File: config.mk
export PLATFORM = sky130hd
export DESIGN_NAME = wdt_key_seq
export DESIGN_NICKNAME = d
export VERILOG_FILES = /design/src/rtl/wdt_key_pkg.sv /design/src/rtl/wdt_wr_decode.sv /design/src/rtl/wdt_arm_fsm.sv /design/src/rtl/wdt_service.sv /design/src/rtl/wdt_fault_latch.sv /design/src/rtl/wdt_key_seq.sv
export SDC_FILE = /design/constraint.sdc
export NUM_CORES = 1
export LEC_CHECK = 0
export CAP_MARGIN = 15
export CORE_AREA = 2 2 39 41
export CTS_BUF_LIST = sky130_fd_sc_hd__clkbuf_8 sky130_fd_sc_hd__clkbuf_16
export DETAILED_ROUTE_END_ITERATION = 8
export DIE_AREA = 0 0 41 43
export DONT_BUFFER_PORTS = 1
export REMOVE_ABC_BUFFERS = 1
export SKIP_LAST_GASP = 1
export SYNTH_ARGS = -nofsm -noshare
export SYNTH_HDL_FRONTEND = slang
export SYNTH_SLANG_ARGS = --single-unit
File: constraint.sdc
create_clock -name clk_i -period 1.1 [get_ports clk_i]
set_input_delay 0.165 -clock clk_i [delete_from_list [all_inputs] [get_ports clk_i]]
set_output_delay 0.165 -clock clk_i [all_outputs]
set_load 0.02 [all_outputs]
File: src/rtl/wdt_key_pkg.sv
package wdt_key_pkg;
  typedef enum logic [1:0] {
    WD_IDLE  = 2'd0,
    WD_PRE   = 2'd1,
    WD_ARMED = 2'd2
  } wd_state_e;
endpackage

File: src/rtl/wdt_wr_decode.sv
module wdt_wr_decode #(
  parameter int DATA_W    = 32,
  parameter int KEY_W     = 16,
  parameter int KEY_LSB   = 16,
  parameter int EN_POS    = 14,
  parameter int MODE_W    = 2,
  parameter logic [MODE_W-1:0] WDOG_MODE  = 2,
  parameter logic [KEY_W-1:0]  KEY_FIRST  = 16'hA5C6,
  parameter logic [KEY_W-1:0]  KEY_SECOND = 16'hDA7E
) (
  input  logic              wr_en_i,
  input  logic [DATA_W-1:0] wr_data_i,
  input  logic [MODE_W-1:0] mode_i,
  output logic              valid_o,
  output logic              hit0_o,
  output logic              hit1_o,
  output logic              bad_o,
  output logic              en_o
);
  localparam int KEY_MSB = KEY_LSB + KEY_W - 1;

  logic [KEY_W-1:0] key;
  assign key     = wr_data_i[KEY_MSB:KEY_LSB];
  assign valid_o = wr_en_i && (mode_i == WDOG_MODE);
  assign hit0_o  = (key == KEY_FIRST);
  assign hit1_o  = (key == KEY_SECOND);
  assign bad_o   = !hit0_o && !hit1_o;
  assign en_o    = wr_data_i[EN_POS];

  logic unused_bits;
  assign unused_bits = ^{wr_data_i[KEY_LSB-1:EN_POS+1], wr_data_i[EN_POS-1:0]};
endmodule

File: src/rtl/wdt_arm_fsm.sv
module wdt_arm_fsm
  import wdt_key_pkg::*;
(
  input  logic      clk_i,
  input  logic      rst_ni,
  input  logic      valid_i,
  input  logic      hit0_i,
  input  logic      hit1_i,
  input  logic      en_i,
  output wd_state_e state_o,
  output logic      armed_o
);
  wd_state_e state_q, state_d;

  always_comb begin
    state_d = state_q;
    unique case (state_q)
      WD_IDLE:  if (valid_i) state_d = (hit0_i && en_i) ? WD_PRE : WD_IDLE;
      WD_PRE:   if (valid_i) state_d = (hit1_i && en_i) ? WD_ARMED : WD_IDLE;
      WD_ARMED: state_d = WD_ARMED;
      default:  state_d = WD_IDLE;
    endcase
  end

  always_ff @(posedge clk_i or negedge rst_ni)
    if (!rst_ni) state_q <= WD_IDLE;
    else         state_q <= state_d;

  assign state_o = state_q;
  assign armed_o = (state_q == WD_ARMED);


  idle_no_skip_chk: assert property (@(posedge clk_i) disable iff (!rst_ni)
    state_q == WD_IDLE |=> state_q != WD_ARMED);

  armed_hold_chk: assert property (@(posedge clk_i) disable iff (!rst_ni)
    state_q == WD_ARMED |=> state_q == WD_ARMED);

  no_write_hold_chk: assert property (@(posedge clk_i) disable iff (!rst_ni)
    !valid_i |=> $stable(state_q));

  pre_abort_chk: assert property (@(posedge clk_i) disable iff (!rst_ni)
    (state_q == WD_PRE && valid_i && !en_i) |=> state_q == WD_IDLE);
endmodule

File: src/rtl/wdt_service.sv
module wdt_service (
  input  logic clk_i,
  input  logic rst_ni,
  input  logic armed_i,
  input  logic valid_i,
  input  logic hit0_i,
  input  logic hit1_i,
  output logic svc_o
);
  logic pend_q, svc_q;
  logic wr_armed;
  assign wr_armed = armed_i && valid_i;

  always_ff @(posedge clk_i or negedge rst_ni)
    if (!rst_ni) begin
      pend_q <= 1'b0;
      svc_q  <= 1'b0;
    end else begin
      svc_q <= wr_armed && hit1_i && pend_q;
      if (wr_armed) begin
        if (hit0_i)                pend_q <= 1'b1;
        else                       pend_q <= 1'b0;
      end
    end

  assign svc_o = svc_q;


  svc_single_chk: assert property (@(posedge clk_i) disable iff (!rst_ni)
    svc_q |=> !svc_q);

  svc_armed_chk: assert property (@(posedge clk_i) disable iff (!rst_ni)
    svc_q |-> armed_i);

  svc_needs_first_chk: assert property (@(posedge clk_i) disable iff (!rst_ni)
    !pend_q |=> !svc_q);
endmodule

File: src/rtl/wdt_fault_latch.sv
module wdt_fault_latch (
  input  logic clk_i,
  input  logic rst_ni,
  input  logic armed_i,
  input  logic valid_i,
  input  logic bad_i,
  input  logic expire_i,
  output logic req_o
);
  logic req_q;

  always_ff @(posedge clk_i or negedge rst_ni)
    if (!rst_ni) req_q <= 1'b0;
    else if (armed_i && ((valid_i && bad_i) || expire_i)) req_q <= 1'b1;

  assign req_o = req_q;


  req_sticky_chk: assert property (@(posedge clk_i) disable iff (!rst_ni)
    req_q |=> req_q);

  bad_key_fire_chk: assert property (@(posedge clk_i) disable iff (!rst_ni)
    (armed_i && valid_i && bad_i) |=> req_q);

  expire_fire_chk: assert property (@(posedge clk_i) disable iff (!rst_ni)
    (armed_i && expire_i) |=> req_q);

  unarmed_quiet_chk: assert property (@(posedge clk_i) disable iff (!rst_ni)
    (!armed_i && !req_q) |=> !req_q);
endmodule

File: src/rtl/wdt_key_seq.sv
module wdt_key_seq
  import wdt_key_pkg::*;
#(
  parameter int DATA_W    = 32,
  parameter int KEY_W     = 16,
  parameter int KEY_LSB   = 16,
  parameter int EN_POS    = 14,
  parameter int MODE_W    = 2,
  parameter logic [MODE_W-1:0] WDOG_MODE  = 2,
  parameter logic [KEY_W-1:0]  KEY_FIRST  = 16'hA5C6,
  parameter logic [KEY_W-1:0]  KEY_SECOND = 16'hDA7E
) (
  input  logic              clk_i,
  input  logic              rst_ni,
  input  logic              wr_en_i,
  input  logic [DATA_W-1:0] wr_data_i,
  input  logic [MODE_W-1:0] mode_i,
  input  logic              expire_i,
  output logic [1:0]        state_o,
  output logic              rst_req_o,
  output logic              svc_o
);
  logic valid, hit0, hit1, bad, en, armed;
  wd_state_e state;

  wdt_wr_decode #(
    .DATA_W(DATA_W), .KEY_W(KEY_W), .KEY_LSB(KEY_LSB), .EN_POS(EN_POS),
    .MODE_W(MODE_W), .WDOG_MODE(WDOG_MODE),
    .KEY_FIRST(KEY_FIRST), .KEY_SECOND(KEY_SECOND)
  ) u_dec (
    .wr_en_i(wr_en_i), .wr_data_i(wr_data_i), .mode_i(mode_i),
    .valid_o(valid), .hit0_o(hit0), .hit1_o(hit1), .bad_o(bad), .en_o(en)
  );

  wdt_arm_fsm u_fsm (
    .clk_i(clk_i), .rst_ni(rst_ni), .valid_i(valid),
    .hit0_i(hit0), .hit1_i(hit1), .en_i(en),
    .state_o(state), .armed_o(armed)
  );

  wdt_service u_svc (
    .clk_i(clk_i), .rst_ni(rst_ni), .armed_i(armed), .valid_i(valid),
    .hit0_i(hit0), .hit1_i(hit1), .svc_o(svc_o)
  );

  wdt_fault_latch u_flt (
    .clk_i(clk_i), .rst_ni(rst_ni), .armed_i(armed), .valid_i(valid),
    .bad_i(bad), .expire_i(expire_i), .req_o(rst_req_o)
  );

  assign state_o = state;


  off_mode_quiet_chk: assert property (@(posedge clk_i) disable iff (!rst_ni)
    (wr_en_i && mode_i != WDOG_MODE && !expire_i) |=> ($stable(state_o) && !svc_o));

  arming_no_fire_chk: assert property (@(posedge clk_i) disable iff (!rst_ni)
    (state_o != 2'd2 && !rst_req_o) |=> !rst_req_o);
endmodule

==> flow_summary.yaml <==
status:
  status: "finished, violations left"
  violations: "setup timing"
clocking:
  cts_buffers: 3
  clockBufferDepth: 2
  cts_root_buf: "clkbuf_8"
  path_clk_slew_ns: 0.04
  cts_tree: "done"
  post_cts_buffers: 0
  htree_num_levels: 1
  cts.sinks: 5
  insertion_delay_ns: 0.22
floorplanning:
  initial_core_util: 0.241
  num_io_pins: 42
  die_area_mm2: 0.00176
  die_h_um: 43
  num_rows: 14
  core-area_mm2: 0.00138
  die_x_um: 41
synthesis:
  yosysWarnings: 0
  synth_adder_area_share: 0
  synth_cell_types: 18
  synth_seq_cells: 5
  synthMuxAreaShare: 0.0338
  avgSynthCellArea_um2: 11.5
  synthCells: 29
  synth-xor-area-share: 0
  synthSimpleGateAreaFrac: 0.538
  netlist.area_leader.share: 0.376
  yosys.area.top_type: "dfrtp_1"
  synth_top_family_by_area: "simple AND/OR/NAND/NOR gates"
  synth_compound_area_frac: 0.0526
  seq_area_frac_synth: 0.376
  netlist_top_cells_area: "dfrtp_1, nor4_4, nand4bb_1, nand4b_1, or4b_4"
  syn_area_um2: 333
finish:
  antenna_cells: 0
  fill_cells: 148
  final_util: 0.351
  syn2layout_area_growth_pct: 45.9
  multiInputGateArea_um2: 228
  seqCellArea_um2: 126
  finalNetCount: 80
  final_area_um2: 485
  instances_no_fill: 57
  drive_above_1_share: 0.463
drt:
  wl_um: 759
  avgRoutedWirePerCell_um: 13.3
  postRouteAntennaNets: 0
  drc: 0
  vias_per_cell: 5.47
  dr_total_vias: 312
  firstDrtPassIters: 2
  drt_iter0_drc: 5
critical_path:
  cp_max_fo: 2
  arrival_ns: 1.24
  worstSetupEndpointType: "register"
  critical_path_class: "input port to register"
  ff2ff_setup_slack_ns: 0.01
  worst_ep_required_time_ns: 1.20
  critPathLaunchType: "input port"
grt:
  grt_max_degree: 6
  grtUsageMet3: 0.0576
  met1_usage: 0.117
  grt_busiest_layer: "met2"
  grt_use_total: 0.105
  grt_util_met2: 0.122
  grt_first_pass_wirelength_um: 1100
  antenna_found_initial: 0
  grt_overflow: 0
  grt_pass1_vias: 267
timing:
  final-hold-violation-count: 0
  rsz0062_at_grt: "yes"
  worst_slack_ns: -0.0399
  setup_viol: 1
  min_period_ns: 1.14
  fin_crit_sh: 1.04
  max_slew_margin: 0.840
  drv_slew: 0
  fmax_mhz: 877
  worstMarginPinSlew_ns: 0.239
  finClkSkew_ns: 0.000988
flow_run:
  cap_violations: 0
placement:
  placed_area_um2: 405
  dp_worst_setup_slack_ns: -0.428
  place_congestion: 0.663
  post-place-cells: 52
  io_buffers: 0
power_and_ir_drop:
  power_leakage_uw: 0.000196
  power_uw: 553
  power_density_mw_per_mm2: 1140
  peakVddDrop_uv: 375
min_path:
  hold_path_class: "input port to register"
path summary, 6_finish.rpt:
| path | startpoint | cells after the start | to |
|---|---|---|---|
| max | wr_data_i[25] | 4 | u_flt.req_o$_DFFE_PN0P_ |
| max in group asynchronous | rst_ni | 1 | u_fsm.state_o[1]$_DFFE_PN0P_ |
| max reg2reg | u_fsm.state_o[1]$_DFFE_PN0P_ | 4 | u_flt.req_o$_DFFE_PN0P_ |
| min in group asynchronous | rst_ni | 1 | u_flt.req_o$_DFFE_PN0P_ |
| min | expire_i | 1 | u_flt.req_o$_DFFE_PN0P_ |
| min reg2reg | u_svc.pend_q$_DFFE_PN0N_ | 1 | u_svc.pend_q$_DFFE_PN0N_ |
power by group:
part | internal [µW] | switching (µW)
combinational | 18.9 | 14.0
sequential | 185 | 0.000587
clock | 240 | 95.3
total | 444 | 109
cell usage after synthesis:
cell	count
a221o_1	1
a22oi_1	1
and3_1	1
dfrtp_1	5
mux2_2	1
nand2_1	2
nand2b_1	1
nand3b_1	1
nand4_1	2
nand4b_1	2
nand4bb_1	2
nor2_1	3
nor2b_1	1
nor3b_1	1
nor4_4	2
nor4bb_1	1
or4_1	1
or4b_4	1
state kept, by name (all words and copies together) (netlist names):
signal and cells:
u_fsm.state_o 2, u_flt.req_o 1, u_svc.pend_q 1, u_svc.svc_o 1
what timing repair did:
item,CTS,global route
endpoints found under the setup margin,4,3
resized for setup,2,4
hold buffers,1,0
pin swaps,3,3
hold endpoints to repair,5,0
final cells by class:
class,count,area share
multi-input combinational,24,0.469
sequential,5,0.260
timing repair buffer,8,0.137
clock buffer,3,0.0851
tap,16,0.0412
clock inverter,1,0.00773
cell families after synthesis:
| family | count (synthesis) |
|---|---|
| AOI/OAI and AO/OA | 2 |
| DFF | 5 |
| muxes | 1 |
| and+or+nand+nor | 21 |
cells in the final DEF, fill, tap and decap left out, types with 2 or more instances in the layout:
cell,instances
nor4_4,2
nand4b_1,2
nand4_1,2
clkbuf_8,3
nor2_1,2
dfrtp_1,4
nand2_1,2
buf_4,6
nand4bb_1,2
routing by layer:
layer | vias to the layer above | routed length (µm) | share of wire
li1 | 142 | - | -
met1 | 146 | 281 | 0.37
met2 | 22 | 343 | 0.45
met3 | 2 | 111 | 0.15
met4 | 0 | 23 | 0.030
met5 | - | 0 | 0
worst max-delay path, stage by stage:
cell,delay (ns)
or4_4,0.53
nor4_4,0.16
nor2_1,0.07
a221o_1,0.31
metrics by stage:
step	TNS, ns	hold slack (ns)
after floorplan	-0.951	-0.131
after global placement	-1.40	-0.130
after detailed placement	-1.49	-0.130
after CTS	-0.0422	0.0912
after global routing	-0.155	0.105
final	-0.0399	0.0938
Note: power is estimated with default switching activity, not from simulation.
